==> src/rtl/axi_up_pkg.sv <==
package axi_up_pkg;

    typedef enum logic [2:0] {
        ST_IDLE  = 3'd0,
        ST_ADDR  = 3'd1,
        ST_DATA  = 3'd2,
        ST_RESP  = 3'd3,
        ST_REPLY = 3'd4
    } up_state_e;

    localparam logic [1:0] RESP_OKAY   = 2'b00;
    localparam logic [1:0] RESP_EXOKAY = 2'b01;
    localparam logic [1:0] RESP_SLVERR = 2'b10;
    localparam logic [1:0] RESP_DECERR = 2'b11;

    localparam logic [1:0] BURST_INCR  = 2'b01;

    // Map EXOKAY onto OKAY; the remaining codes then order by severity numerically.
    function automatic logic [1:0] resp_norm(input logic [1:0] code);
        return (code == RESP_EXOKAY) ? RESP_OKAY : code;
    endfunction

    function automatic logic [1:0] resp_worst(input logic [1:0] a, input logic [1:0] b);
        logic [1:0] na;
        logic [1:0] nb;
        na = resp_norm(a);
        nb = resp_norm(b);
        return (na > nb) ? na : nb;
    endfunction

endpackage

==> src/rtl/axi_up_beatcalc.sv <==
module axi_up_beatcalc #(
    parameter int ADDR_W  = 32,
    parameter int LEN_W   = 8,
    parameter int WIDE_W  = 64
) (
    input  logic [ADDR_W-1:0] addr,
    input  logic [LEN_W-1:0]  len,
    input  logic [2:0]        size,
    input  logic              pack,
    output logic [LEN_W:0]    beats
);
    localparam int WB  = WIDE_W / 8;
    localparam int WSH = $clog2(WB);
    localparam int CNT_W = LEN_W + 1;

    logic [ADDR_W-1:0] step;
    logic [ADDR_W-1:0] aligned;
    logic [ADDR_W-1:0] total_bytes;
    logic [ADDR_W-1:0] end_byte;
    logic [ADDR_W-1:0] blk_first;
    logic [ADDR_W-1:0] blk_last;
    logic [ADDR_W-1:0] blk_span;

    always_comb begin
        step        = ADDR_W'(1) << size;
        aligned     = addr & ~(step - ADDR_W'(1));
        total_bytes = (ADDR_W'(len) + ADDR_W'(1)) << size;
        end_byte    = aligned + total_bytes - ADDR_W'(1);
        blk_first   = aligned >> WSH;
        blk_last    = end_byte >> WSH;
        blk_span    = blk_last - blk_first + ADDR_W'(1);
        if (pack) begin
            beats = CNT_W'(blk_span);
        end else begin
            beats = CNT_W'(len) + CNT_W'(1);
        end
    end

endmodule

==> src/rtl/axi_up_packer.sv <==
module axi_up_packer #(
    parameter int NARROW_W = 32,
    parameter int WIDE_W   = 64
) (
    input  logic                    clk,
    input  logic                    rst_n,
    input  logic                    clear,
    input  logic                    take,
    input  logic                    flush,
    input  logic [$clog2(WIDE_W/NARROW_W)-1:0] lane_sel,
    input  logic [NARROW_W-1:0]     n_data,
    input  logic [NARROW_W/8-1:0]   n_strb,
    output logic [WIDE_W-1:0]       w_data,
    output logic [WIDE_W/8-1:0]     w_strb
);
    localparam int NB   = NARROW_W / 8;
    localparam int WB   = WIDE_W / 8;
    localparam int SEGS = WB / NB;

    logic [NARROW_W-1:0] n_clean;
    logic [WIDE_W-1:0]   placed_data;
    logic [WB-1:0]       placed_strb;
    logic [WIDE_W-1:0]   hold_data;
    logic [WB-1:0]       hold_strb;

    // Zero every byte whose strobe is low.
    for (genvar b = 0; b < NB; b++) begin : g_mask
        assign n_clean[b*8 +: 8] = n_strb[b] ? n_data[b*8 +: 8] : 8'h00;
    end

    // Steer the cleaned narrow beat into its address-selected segment.
    for (genvar k = 0; k < SEGS; k++) begin : g_seg
        assign placed_data[k*NARROW_W +: NARROW_W] = (lane_sel == k) ? n_clean : '0;
        assign placed_strb[k*NB +: NB]             = (lane_sel == k) ? n_strb  : '0;
    end

    assign w_data = hold_data | placed_data;
    assign w_strb = hold_strb | placed_strb;

    always_ff @(posedge clk) begin
        if (!rst_n || clear) begin
            hold_data <= '0;
            hold_strb <= '0;
        end else if (take) begin
            if (flush) begin
                hold_data <= '0;
                hold_strb <= '0;
            end else begin
                hold_data <= w_data;
                hold_strb <= w_strb;
            end
        end
    end

endmodule

==> src/rtl/axi_up_respfold.sv <==
module axi_up_respfold
    import axi_up_pkg::*;
(
    input  logic       clk,
    input  logic       rst_n,
    input  logic       clear,
    input  logic       take,
    input  logic       split,
    input  logic [1:0] resp_in,
    output logic [1:0] resp_out
);
    logic [1:0] fold_q;

    always_ff @(posedge clk) begin
        if (!rst_n || clear) begin
            fold_q <= RESP_OKAY;
        end else if (take) begin
            if (split) begin
                fold_q <= resp_worst(fold_q, resp_in);
            end else begin
                fold_q <= resp_in;
            end
        end
    end

    assign resp_out = fold_q;

    AST_NO_EXOKAY_SPLIT: assert property (@(posedge clk) disable iff (!rst_n)
        split |-> (resp_out != RESP_EXOKAY));

endmodule

==> src/rtl/axi_upsizer_wr.sv <==
module axi_upsizer_wr
    import axi_up_pkg::*;
#(
    parameter int ADDR_W    = 32,
    parameter int LEN_W     = 8,
    parameter int NARROW_W  = 32,
    parameter int WIDE_W    = 64,
    parameter int MAX_BURST = 16
) (
    input  logic                  clk,
    input  logic                  rst_n,
    input  logic                  cfg_no_merge,
    input  logic                  s_awvalid,
    output logic                  s_awready,
    input  logic [ADDR_W-1:0]     s_awaddr,
    input  logic [LEN_W-1:0]      s_awlen,
    input  logic [2:0]            s_awsize,
    input  logic [3:0]            s_awcache,
    input  logic                  s_awlock,
    input  logic                  s_wvalid,
    output logic                  s_wready,
    input  logic [NARROW_W-1:0]   s_wdata,
    input  logic [NARROW_W/8-1:0] s_wstrb,
    input  logic                  s_wlast,
    output logic                  s_bvalid,
    input  logic                  s_bready,
    output logic [1:0]            s_bresp,
    output logic                  m_awvalid,
    input  logic                  m_awready,
    output logic [ADDR_W-1:0]     m_awaddr,
    output logic [LEN_W-1:0]      m_awlen,
    output logic [2:0]            m_awsize,
    output logic [1:0]            m_awburst,
    output logic [3:0]            m_awcache,
    output logic                  m_awlock,
    output logic                  m_wvalid,
    input  logic                  m_wready,
    output logic [WIDE_W-1:0]     m_wdata,
    output logic [WIDE_W/8-1:0]   m_wstrb,
    output logic                  m_wlast,
    input  logic                  m_bvalid,
    output logic                  m_bready,
    input  logic [1:0]            m_bresp
);
    localparam int NB    = NARROW_W / 8;
    localparam int WB    = WIDE_W / 8;
    localparam int NSH   = $clog2(NB);
    localparam int WSH   = $clog2(WB);
    localparam int CNT_W = LEN_W + 1;
    localparam logic [CNT_W-1:0] MAX_CNT  = CNT_W'(MAX_BURST);
    localparam logic [2:0]       WIDE_SZ  = 3'(WSH);

    up_state_e state_q;
    up_state_e state_d;

    logic [ADDR_W-1:0] cur_addr_q;
    logic [2:0]        size_q;
    logic [3:0]        cache_q;
    logic              lock_q;
    logic              pack_q;
    logic              split_q;
    logic [CNT_W-1:0]  remain_q;
    logic [CNT_W-1:0]  chunk_q;

    logic              pack_now;
    logic [CNT_W-1:0]  req_beats;
    logic [CNT_W-1:0]  chunk_beats;
    logic [ADDR_W-1:0] step;
    logic [ADDR_W-1:0] next_addr;
    logic              flush;

    logic              aw_in_hs;
    logic              aw_out_hs;
    logic              w_in_hs;
    logic              w_out_hs;
    logic              b_out_hs;

    assign pack_now = !cfg_no_merge && s_awcache[1];

    axi_up_beatcalc #(
        .ADDR_W (ADDR_W),
        .LEN_W  (LEN_W),
        .WIDE_W (WIDE_W)
    ) u_calc (
        .addr  (s_awaddr),
        .len   (s_awlen),
        .size  (s_awsize),
        .pack  (pack_now),
        .beats (req_beats)
    );

    assign chunk_beats = (remain_q > MAX_CNT) ? MAX_CNT : remain_q;

    always_comb begin
        step      = ADDR_W'(1) << size_q;
        next_addr = (cur_addr_q & ~(step - ADDR_W'(1))) + step;
        flush     = !pack_q || s_wlast ||
                    (next_addr[ADDR_W-1:WSH] != cur_addr_q[ADDR_W-1:WSH]);
    end

    assign aw_in_hs  = s_awvalid && s_awready;
    assign aw_out_hs = m_awvalid && m_awready;
    assign w_in_hs   = s_wvalid && s_wready;
    assign w_out_hs  = m_wvalid && m_wready;
    assign b_out_hs  = m_bvalid && m_bready;

    // State register
    always_ff @(posedge clk) begin
        if (!rst_n) begin
            state_q <= ST_IDLE;
        end else begin
            state_q <= state_d;
        end
    end

    // Transitions
    always_comb begin
        state_d = state_q;
        unique case (state_q)
            ST_IDLE:  if (s_awvalid) state_d = ST_ADDR;
            ST_ADDR:  if (m_awready) state_d = ST_DATA;
            ST_DATA:  if (w_out_hs && chunk_q == CNT_W'(1)) state_d = ST_RESP;
            ST_RESP:  if (m_bvalid) state_d = (remain_q == '0) ? ST_REPLY : ST_ADDR;
            ST_REPLY: if (s_bready) state_d = ST_IDLE;
            default:  state_d = ST_IDLE;
        endcase
    end

    // Handshake outputs
    always_comb begin
        s_awready = 1'b0;
        m_awvalid = 1'b0;
        s_wready  = 1'b0;
        m_wvalid  = 1'b0;
        m_bready  = 1'b0;
        s_bvalid  = 1'b0;
        unique case (state_q)
            ST_IDLE:  s_awready = 1'b1;
            ST_ADDR:  m_awvalid = 1'b1;
            ST_DATA: begin
                s_wready = !flush || m_wready;
                m_wvalid = s_wvalid && flush;
            end
            ST_RESP:  m_bready = 1'b1;
            ST_REPLY: s_bvalid = 1'b1;
            default: ;
        endcase
    end

    // Request context and beat counters
    always_ff @(posedge clk) begin
        if (!rst_n) begin
            cur_addr_q <= '0;
            size_q     <= '0;
            cache_q    <= '0;
            lock_q     <= 1'b0;
            pack_q     <= 1'b0;
            split_q    <= 1'b0;
            remain_q   <= '0;
            chunk_q    <= '0;
        end else begin
            if (aw_in_hs) begin
                cur_addr_q <= s_awaddr;
                size_q     <= s_awsize;
                cache_q    <= s_awcache;
                lock_q     <= s_awlock;
                pack_q     <= pack_now;
                split_q    <= (req_beats > MAX_CNT);
                remain_q   <= req_beats;
            end
            if (aw_out_hs) begin
                chunk_q <= chunk_beats;
            end
            if (w_in_hs) begin
                cur_addr_q <= next_addr;
            end
            if (w_out_hs) begin
                chunk_q  <= chunk_q - CNT_W'(1);
                remain_q <= remain_q - CNT_W'(1);
            end
        end
    end

    assign m_awaddr  = cur_addr_q;
    assign m_awlen   = LEN_W'(chunk_beats - CNT_W'(1));
    assign m_awsize  = pack_q ? WIDE_SZ : size_q;
    assign m_awburst = BURST_INCR;
    assign m_awcache = cache_q;
    assign m_awlock  = lock_q && !split_q;
    assign m_wlast   = (chunk_q == CNT_W'(1));

    axi_up_packer #(
        .NARROW_W (NARROW_W),
        .WIDE_W   (WIDE_W)
    ) u_pack (
        .clk      (clk),
        .rst_n    (rst_n),
        .clear    (aw_in_hs),
        .take     (w_in_hs),
        .flush    (flush),
        .lane_sel (cur_addr_q[WSH-1:NSH]),
        .n_data   (s_wdata),
        .n_strb   (s_wstrb),
        .w_data   (m_wdata),
        .w_strb   (m_wstrb)
    );

    axi_up_respfold u_resp (
        .clk      (clk),
        .rst_n    (rst_n),
        .clear    (aw_in_hs),
        .take     (b_out_hs),
        .split    (split_q),
        .resp_in  (m_bresp),
        .resp_out (s_bresp)
    );

    AST_AW_HOLD: assert property (@(posedge clk) disable iff (!rst_n)
        m_awvalid && !m_awready |=> m_awvalid && $stable(m_awaddr));
    AST_BEAT_WITHIN_COUNT: assert property (@(posedge clk) disable iff (!rst_n)
        m_wvalid |-> remain_q != '0);
    AST_FINAL_BEAT_LAST: assert property (@(posedge clk) disable iff (!rst_n)
        m_wvalid && m_wlast && remain_q == CNT_W'(1) |-> s_wlast);
    AST_LOCK_ONE_BURST: assert property (@(posedge clk) disable iff (!rst_n)
        m_awvalid && m_awlock |-> remain_q <= MAX_CNT);
    AST_REPLY_AFTER_ALL: assert property (@(posedge clk) disable iff (!rst_n)
        s_bvalid |-> remain_q == '0);
    AST_UNPACKED_ONE_SEG: assert property (@(posedge clk) disable iff (!rst_n)
        m_wvalid && !pack_q |-> $countones(m_wstrb) <= NB);

endmodule

==> config.mk <==
export PLATFORM = sky130hd
export DESIGN_NAME = axi_upsizer_wr
export DESIGN_NICKNAME = d
export VERILOG_FILES = /design/src/rtl/axi_up_pkg.sv /design/src/rtl/axi_up_beatcalc.sv /design/src/rtl/axi_up_packer.sv /design/src/rtl/axi_up_respfold.sv /design/src/rtl/axi_upsizer_wr.sv
export SDC_FILE = /design/constraint.sdc
export NUM_CORES = 1
export LEC_CHECK = 0
export BUFFER_PORTS_ARGS = -buffer_cell sky130_fd_sc_hd__buf_2
export CORE_MARGIN = 5
export CORE_UTILIZATION = 33
export CTS_BUF_LIST = sky130_fd_sc_hd__clkbuf_4 sky130_fd_sc_hd__clkbuf_8 sky130_fd_sc_hd__clkbuf_16
export DETAILED_ROUTE_END_ITERATION = 10
export SYNTH_ARGS = -nofsm -noshare
export SYNTH_HDL_FRONTEND = slang
export SYNTH_SLANG_ARGS = --single-unit
==> constraint.sdc <==
create_clock -name clk -period 9.8 [get_ports clk]
set_input_delay 1.96 -clock clk [delete_from_list [all_inputs] [get_ports clk]]
set_output_delay 1.96 -clock clk [all_outputs]
set_load 0.005 [all_outputs]
# After elaboration in Yosys (flattened, before gate mapping)
# Index checks and enable logic that the tools add are counted.
[op_classes]
n_addsub = 12
magnitude_cmp = 3
eq_ne = 13
shifts = 3
n_mux = 36
n_bitwise = 6
n_reduce_logical = 24
[op_table]
columns = ["cell", "n"]
rows = [
  ["$mux 32", 4],
  ["$mux 64", 1],
  ["$or 64x64->64", 1],
  ["$mux 9", 6],
  ["$mux 8", 5],
  ["$add 32x32->32", 1],
  ["$and 32x32->32", 1],
  ["$not 32->32", 1],
  ["$shl 1x3->32 const A", 1],
  ["$shl 32x3->12", 1],
  ["$sub 32x1->32 const B", 1],
  ["$ne 29x29->1", 1],
  ["$sub 12x1->12 const B", 2],
  ["$mux 3", 7],
  ["$add 8x1->9 const B", 2],
  ["$gt 9x5->1 const B", 2],
  ["$sub 9x1->9 const B", 2],
  ["$pmux 3 s5", 1],
  ["$add 12x12->12", 1],
  ["$and 12x12->12", 1],
  ["$not 12->12", 1],
  ["$shl 1x3->12 const A", 1],
  ["$ne 2x2->1 const B", 5],
  ["$add 9x1->9 const B", 1],
  ["19 further kinds", 47],
]
[totals]
register_bits = 137
in_bits = 96
output_inout_bits = 131

# Depth between registers and ports, before layout
# Gate-level depths: netlist (run 1).
[depth]
depth_word = 13
mapped_depth = 29
mapped_depth_nobuf = 28

# Cells and area by module
# A second synthesis (run 1) with hierarchy kept.
[hier_totals]
cells_unflattened = 1287
hier_area_um2 = 10239.8
[modules_own_cells]
columns = ["module", "n_inst", "cells_per_inst", "area_per_inst_um2"]
rows = [
  ["axi_upsizer_wr", 1, 631, 4729.5],
  ["axi_up_packer", 1, 386, 3608.5],
  ["axi_up_beatcalc", 1, 246, 1714.1],
  ["axi_up_respfold", 1, 24, 187.7],
]

# Worst setup path after synthesis (run 1)
# OpenSTA, ideal clock, no wires.
[synth_path]
path_type = "input -> register"
start = "input s_awsize[0]"
end = "register split_q"
arrival_time_ps = 6980
required_time_ps = 9674
slack_ps = 2694
stages = 25
n_path_buf = 2
path_cell_list = "clkbuf_1 -> clkbuf_1 -> nor2_1 -> a21oi_1 -> mux2i_1 -> or2_2 -> ha_1 -> inv_1 -> ha_1 -> nor4bb_1 -> a31oi_1 -> o21ai_0 -> nor4_1 -> or3_1 -> nor2b_1 -> nor2_1 -> xnor2_1 -> ha_1 -> ha_1 -> o41ai_1 -> xnor3_1 -> xor2_1 -> nor2_1 -> a211oi_1 -> a21oi_1"
[synth_via]
elab_chain_len = 10
[synth_lines]
columns = ["item", "line", "text"]
rows = [
  ["start: declaration", "axi_upsizer_wr.sv:17", "input logic [2:0] s_awsize,"],
  ["$shl 1x3->12", "axi_up_beatcalc.sv:25", "step = ADDR_W'(1) << size;"],
  ["$sub 12x1->12", "axi_up_beatcalc.sv:26", "aligned = addr & ~(step - ADDR_W'(1));"],
  ["$not 12->12", "axi_up_beatcalc.sv:26", ""],
  ["$and 12x12->12", "axi_up_beatcalc.sv:26", ""],
  ["$add 12x12->12", "axi_up_beatcalc.sv:28", "end_byte = aligned + total_bytes - ADDR_W'(1);"],
  ["$sub 12x1->12", "axi_up_beatcalc.sv:28", ""],
  ["$sub 9x9->9 *", "axi_up_beatcalc.sv:31", "blk_span = blk_last - blk_first + ADDR_W'(1);"],
  ["$add 9x1->9 *", "axi_up_beatcalc.sv:31", ""],
  ["$mux 9 *", "axi_up_beatcalc.sv:32", "if (pack) begin"],
  ["$gt 9x5->1 *", "axi_upsizer_wr.sv:168", "split_q <= (req_beats > MAX_CNT);"],
  ["end signal: assignment", "axi_upsizer_wr.sv:168", ""],
  ["end: declaration", "axi_upsizer_wr.sv:61", "logic split_q;"],
]
# Every way passes the cells marked *; elsewhere a longest branch is shown, timed or not.
# A chain may end at the register's enable or synchronous reset.

# Worst setup path in the final report (run 1)
[layout_path]
start = "input s_awlen[0]"
end = "register remain_q[8]"
[layout_via]
elab_chain_len = 9
[layout_lines]
columns = ["item", "line", "text"]
rows = [
  ["start: declaration", "axi_upsizer_wr.sv:16", "input logic [LEN_W-1:0] s_awlen,"],
  ["$add 8x1->9", "axi_up_beatcalc.sv:27, axi_up_beatcalc.sv:35", ""],
  ["$shl 32x3->12", "axi_up_beatcalc.sv:27", "total_bytes = (ADDR_W'(len) + ADDR_W'(1)) << size;"],
  ["$add 12x12->12", "axi_up_beatcalc.sv:28", ""],
  ["$sub 12x1->12", "axi_up_beatcalc.sv:28", ""],
  ["$sub 9x9->9", "axi_up_beatcalc.sv:31", ""],
  ["$add 9x1->9", "axi_up_beatcalc.sv:31", ""],
  ["$mux 9 *", "axi_up_beatcalc.sv:32", ""],
  ["$mux 9 *", "axi_upsizer_wr.sv:162", "if (aw_in_hs) begin"],
  ["$mux 9 *", "axi_upsizer_wr.sv:177", "if (w_out_hs) begin"],
  ["end signal: assignment", "axi_upsizer_wr.sv:169", "remain_q <= req_beats;"],
  ["end signal: assignment", "axi_upsizer_wr.sv:179", "remain_q <= remain_q - CNT_W'(1);"],
  ["end: declaration", "axi_upsizer_wr.sv:62", "logic [CNT_W-1:0] remain_q;"],
]
# Every way passes the cells marked *; elsewhere a longest branch is shown, timed or not. The select of a mux whose other input is x is not followed.

==> impl_metrics.env, run 1 <==
export IMPL_synth_avg_cell_area_um2=7.360
export IMPL_outcome="completed"
export IMPL_synthToLayoutAreaGrowth_pct=20.64
export IMPL_power_per_cell_area_mw_per_mm2=180.3
export IMPL_tritoncts="built"
export IMPL_first_pass_iters=5
export IMPL_final_core_util=0.4036
export IMPL_ir_worst_vdd_uv=110.6
export IMPL_drt_wl_total_mm=31.42
export IMPL_num_io_pins=227
export IMPL_grt_antenna_before_repair=4
export IMPL_reg2reg_setup_slack_ps=5000
export IMPL_yosys_top_cells_count="nand2_1 (172), dfxtp_1 (137), a21oi_1 (133), nand3_1 (91), clkbuf_1 (83)"
export IMPL_synth_top_area_frac=0.2951
export IMPL_dp_hpwl_mm=22.41
export IMPL_period_share=0.7474
export IMPL_track_usage=0.1915
export IMPL_largest_net_degree_at_the_start_of_global_routing=75
export IMPL_timing_max_cap_violations=0
export IMPL_std_cell_rows=61
export IMPL_setup_worst_path_start_class="primary input"
export IMPL_clk_transition_reported_paths_ps=70
export IMPL_synth_most_common_cell="nand2_1"
export IMPL_cts_inserted_buffers=17
export IMPL_postCtsHoldBufs=0
export IMPL_ctsRootBufferMaster="clkbuf_16"
export IMPL_design_final_nets=1561
export IMPL_synth_seq_area_share=0.2951
export IMPL_worst_slew_pin_transition_ps=1014
export IMPL_final_weighted_congestion_of_routability_driven_global_placement=0.8642
export IMPL_worstSetupEndpointType="register"
export IMPL_clk_path_buf_depth=2
export IMPL_slew_violations=0
export IMPL_static_leakage_power_nw=5.084
export IMPL_final_period_minus_worst_setup_slack_ps=7325
export IMPL_timing_worst_setup_path_type="in -> reg"
export IMPL_cts_sink_count=137
export IMPL_dieWidth_um=177.8
export IMPL_global_route_overflow_total=0
export IMPL_total_number_of_vias=9714
export IMPL_synth_flop_cell="dfxtp_1"
export IMPL_drt_vias_per_instance=5.364
export IMPL_grt_pass1_wl_mm=48.82
export IMPL_finalSetupViolations=0
export IMPL_drc_violations=0
export IMPL_timing_hold_violations_final=0
export IMPL_io_buffer_count=224
export IMPL_synth_seq_cells=137
export IMPL_synth_cells=1263
export IMPL_skew_ps=14.13
export IMPL_synth_edff_count=0
export IMPL_floorplan_initialDensity=0.3346
export IMPL_asyncSetResetFlopFracSynth=0
export IMPL_routedWlPerCell_um=17.35
export IMPL_core_box_area_mm2=0.02778
export IMPL_clock_latency_on_the_worst_skew_pair_ps=440
export IMPL_worst_ep_required_time_ps=10080
export IMPL_drtAntennaViolNets=0
export IMPL_syn_nets=1405
export IMPL_share_of_post_route_cells_with_drive_strength_above_1=0.2109
export IMPL_min_path_type="reg -> reg"
export IMPL_post_cts_resized=0
export IMPL_cp_max_fo=11
export IMPL_number_of_levels_in_the_clock_h_tree=4
export IMPL_fp_dieArea_mm2=0.03162
export IMPL_relSlewSlack=0.3196
export IMPL_area_of_the_mapped_netlist_mm2=0.009295
export IMPL_cp_arrival_ps=7610
export IMPL_yosys_area_top_type="dfxtp_1"
export IMPL_post_cts_setup_buffers=0
export IMPL_first_iter_violations=694
export IMPL_setup_tns_ps=0
export IMPL_post_synth_main_area_contributors="dfxtp_1 (30%), a21oi_1 (7.2%), nand2_1 (6.9%)"
export IMPL_netlist_cell_type_count=80
export IMPL_die_height_um=177.8
export IMPL_synth_warning_count=0
export IMPL_rsz0062_at_grt="no"
export IMPL_achievable_frequency_mhz=136.5
export IMPL_first_global_vias=9078
-- cell families (layout without fill, tap and decap cells) --
kind of cell	Yosys count	in the layout	share of synthesized area
other	2	3	0.0008079
AND/OR/NAND/NOR	503	503	0.2646
adder cells (fa/ha/maj)	46	46	0.06273
XOR/XNOR	34	34	0.03352
buffers and inverters	153	322	0.06515
multiplexers	24	24	0.02732
flip-flops	137	137	0.2951
AO/OA/AOI/OAI	364	364	0.2508
-- report_power, final --
| group | internal, mW | total, mW | switching (mW) | leakage [nW] |
|---|---|---|---|---|
| clock | 0.351 | 0.683 | 0.332 | 0.299 |
| sequential | 0.587 | 0.635 | 0.0476 | 1.11 |
| combinational | 0.297 | 0.704 | 0.407 | 3.67 |
| total | 1.24 | 2.02 | 0.786 | 5.08 |
-- metrics by stage --
stage	std cells	hold WS, ps	power, mW	instance area [µm²]	setup WS [ps]
floorplan	1263	428.9	1.131	9295	2694
global placement	1778	437.8	1.343	10600	2306
detailed placement	1778	443.6	1.349	10600	2139
CTS	1810	453.6	2.041	11210	2553
global route	1811	469.8	2.149	11210	2060
finish	1811	451.7	2.022	11210	2475
-- per-layer routing --
layer	wire length, µm	vias up	GRT usage
met3	1983	39	0.04687
met2	14740	272	0.3145
met4	488	4	0.04995
met1	14190	4592	0.2523
met5	21	-	0
li1	-	4807	-
-- worst max-delay path, cell delays in order --
cell,delay (ps)
buf_2,200
ha_1,350
xnor2_1,170
mux2i_1,220
mux2i_1,120
or2_2,300
ha_1,280
inv_1,40
ha_1,320
nor4bb_1,340
a31oi_1,220
o21ai_0,360
nor4_1,110
or3_1,430
nor2b_1,130
nor2_1,60
xnor2_1,120
ha_1,280
ha_1,240
o41ai_1,310
xnor3_1,450
xor2_1,160
nor2_1,50
a211oi_1,300
nor3_1,90
-- final cells by class --
class	count	area, µm²
fillers	2995	16570
multi-input cells	973	5976
flip-flops and latches	137	2743
repair buffers	235	1204
well taps	378	473.0
clock buffers	17	425.4
inverters	55	206.4
clock inverters	15	183.9
diodes	1	2.502
-- final timing paths --
kind | from | to | cells after the start
setup reg to reg | size_q[0] | m_awaddr[28] | 12
hold / removal | u_pack.hold_data[16] | u_pack.hold_data[16] | 2
setup / recovery | s_awlen[0] | remain_q[8] | 25
hold reg to reg | u_pack.hold_data[16] | u_pack.hold_data[16] | 2
-- registers in the layout, indices dropped and copies added, names as in the netlist --
name,count
chunk_q,9
lock_q,1
m_awaddr,32
m_awcache,4
pack_q,1
remain_q,9
size_q,3
split_q,1
state_q,3
u_pack.hold_data,64
u_pack.hold_strb,8
u_resp.resp_out,2
-- layout by cell type (no fill, tap or decap), types with 13 or more instances in the layout --
cell type    n
nor2_1      77
a22oi_1     15
xnor2_1     20
inv_1       54
or2_2       13
a31oi_1     16
and3_1      13
buf_2      224
nor2b_1     18
nor3_1      20
o21ai_0     50
xor2_1      13
nand2_1    171
ha_1        45
nand3_1     90
and2_1      16
or3_1       13
mux2i_1     16
a21o_1      68
nand2b_1    14
clkbuf_16   17
dfxtp_1    137
a21oi_1    133
No activity file was read; power rests on OpenSTA's default activity.
==> run 2, diff against run 1 <==
Clock period 9.8 ns to 6.01 ns, I/O delays scaled along.
==> impl_metrics.env, run 2 (synthesis results as in run 1) <==
export IMPL_power_switching_mw=1.286
export IMPL_power_per_cell_area_mw_per_mm2=292.0
export IMPL_final_weighted_congestion_of_routability_driven_global_placement=0.8848
export IMPL_timing_hold_violations_final=0
export IMPL_cp_arrival_ps=6070
export IMPL_outcome="completed"
export IMPL_fillers=2940
export IMPL_tritoncts="built"
export IMPL_num_io_pins=227
export IMPL_design_final_nets=1597
export IMPL_drt_wl_total_mm=31.39
export IMPL_final_period_minus_worst_setup_slack_ps=5766
export IMPL_min_path_cells=2
export IMPL_worst_ep_required_time_ps=6310
export IMPL_cts_inserted_buffers=17
export IMPL_finalSetupViolations=0
export IMPL_drc_violations=0
export IMPL_synthToLayoutAreaGrowth_pct=24.51
export IMPL_total_number_of_vias=9909
export IMPL_global_route_overflow_total=0
export IMPL_cp_max_fo=3
export IMPL_hold_endpoint="u_pack.hold_data[55]"
export IMPL_fp_dieArea_mm2=0.03162
export IMPL_achievable_frequency_mhz=173.4
export IMPL_reg2reg_setup_slack_ps=1490
export IMPL_clock_latency_on_the_worst_skew_pair_ps=430
export IMPL_power_share_switching=0.3805
export IMPL_holdCritStartpoint="u_pack.hold_data[55]"
export IMPL_track_usage=0.1923
export IMPL_std_cell_rows=61
export IMPL_core_box_area_mm2=0.02778
export IMPL_timing_max_cap_violations=0
export IMPL_io_buffer_count=224
export IMPL_worst_r2r_startpoint="size_q[0]"
export IMPL_die_height_um=177.8
export IMPL_setup_worst_path_start_class="primary input"
export IMPL_ir_worst_vdd_uv=162.3
export IMPL_relSlewSlack=0.4159
export IMPL_r2r_cells=12
export IMPL_clk_transition_reported_paths_ps=70
export IMPL_slew_violations=0
export IMPL_largest_net_degree_at_the_start_of_global_routing=72
export IMPL_worstSetupEndpointType="register"
export IMPL_largest_register="u_pack.hold_data"
export IMPL_dp_hpwl_mm=22.75
export IMPL_rsz0062_at_grt="no"
export IMPL_routedWlPerCell_um=17.00
export IMPL_static_leakage_power_nw=5.280
export IMPL_drtAntennaViolNets=0
export IMPL_mostFrequentLayoutCells="buf_2 (224), nand2_1 (171), dfxtp_1 (137), a21oi_1 (133), nand3_1 (90)"
export IMPL_clk_path_buf_depth=2
export IMPL_crit_reg2reg_capture="m_awaddr[12]"
export IMPL_period_share=0.9594
export IMPL_share_of_post_route_cells_with_drive_strength_above_1=0.2384
export IMPL_min_path_type="reg -> reg"
export IMPL_first_global_vias=9480
export IMPL_cpPeakStageDelay_ps=410
export IMPL_timing_startpoint_of_the_critical_path="s_awlen[0]"
export IMPL_place_detailed_instances=1813
export IMPL_grt_pass1_wl_mm=49.65
export IMPL_floorplan_initialDensity=0.3346
export IMPL_seq_power_share=0.308
export IMPL_timing_worst_setup_path_type="in -> reg"
export IMPL_dieWidth_um=177.8
export IMPL_layout_commonest_cell="buf_2"
export IMPL_clock_power_share=0.324
export IMPL_skew_ps=19.19
export IMPL_internal_power_mw=2.094
export IMPL_ctsRootBufferMaster="clkbuf_16"
export IMPL_final_cells=1846
export IMPL_cts_sink_count=137
export IMPL_antenna_diode_count=0
export IMPL_grt_antenna_before_repair=1
export IMPL_largest_register_ff_count=64
export IMPL_setup_tns_ps=0
export IMPL_critPathMostFrequentCell="ha_1"
export IMPL_worst_slew_pin_transition_ps=872.9
export IMPL_number_of_levels_in_the_clock_h_tree=4
export IMPL_cp_slowest_cell="or3_1"
export IMPL_first_pass_iters=5
export IMPL_first_iter_violations=775
export IMPL_power_combinational_fraction=0.368
export IMPL_drt_vias_per_instance=5.368
export IMPL_postCtsHoldBufs=0
run 2: changes by cell type in the layout (fill, tap and decap cells not counted), sizes merged:
| cell | change |
|---|---|
| inv | -2 |
| buf | +36 |
| clkinv | +2 |
| diode | -1 |
run 2: area by class of cell:
class	count	area [µm²]	share of cell area
inverter	55	206.4	0.01784
sequential	137	2743	0.2370
timing repair buffer	271	1478	0.1277
clock buffer	17	425.4	0.03676
clock inverter	15	186.4	0.01611
multi-input combinational	973	6062	0.5238
tap	378	473.0	0.04086
run 2: metrics by stage:
stage          area, µm²    util  power, mW  worst slack [ps]  hold WS [ps]
4_1_cts            11480  0.4133      3.385             74.11         452.4
5_1_grt            11570  0.4166      3.605             15.64         462.4
3_5_place_dp       10860  0.3911      2.267            -414.7         443.0
6_report           11570  0.4166      3.380             244.1         452.1
2_1_floorplan       9306       -      1.840             43.40         428.9
3_3_place_gp       10860  0.3911      2.262            -218.6         437.3
run 2: timing repair:
action	4_1_cts	5_1_grt
gates resized for setup	1	16
pin swaps	0	5
setup endpoints to repair	1	3
setup buffers	0	1
run 2: critical path: cells and delay by family:
family                   cells  cell delay, ps
multiplexers                 1             270
AND/OR/NAND/NOR              9            1340
XOR/XNOR                     4             770
buffers and inverters        2             160
AO/OA/AOI/OAI                6             920
adder cells (fa/ha/maj)      5            1380
run 2: power groups by stage:
stage	registers [mW]	logic (mW)	clock network [mW]
floorplan	1.02	0.819	0
CTS	1.04	1.22	1.13
detailed placement	1.06	1.21	0
global route	1.05	1.39	1.17
global placement	1.06	1.20	0
finish	1.04	1.24	1.10
run 2: how the worst max path moves through the flow:
stage               endpoint  depth (start not counted)
finish               split_q                         27
global route         split_q                         29
CTS                  split_q                         25
detailed placement   split_q                         25
global placement     split_q                         25
floorplan            split_q                         25
run 2: per-layer routing:
layer | vias up | share of wire | wire [µm] | GRT usage
met1 | 4632 | 0.45 | 14070 | 0.2533
met3 | 56 | 0.065 | 2038 | 0.04729
met4 | 2 | 0.023 | 733 | 0.05930
li1 | 4886 | - | - | -
met5 | - | 0.00038 | 12 | 0
met2 | 333 | 0.46 | 14530 | 0.3110
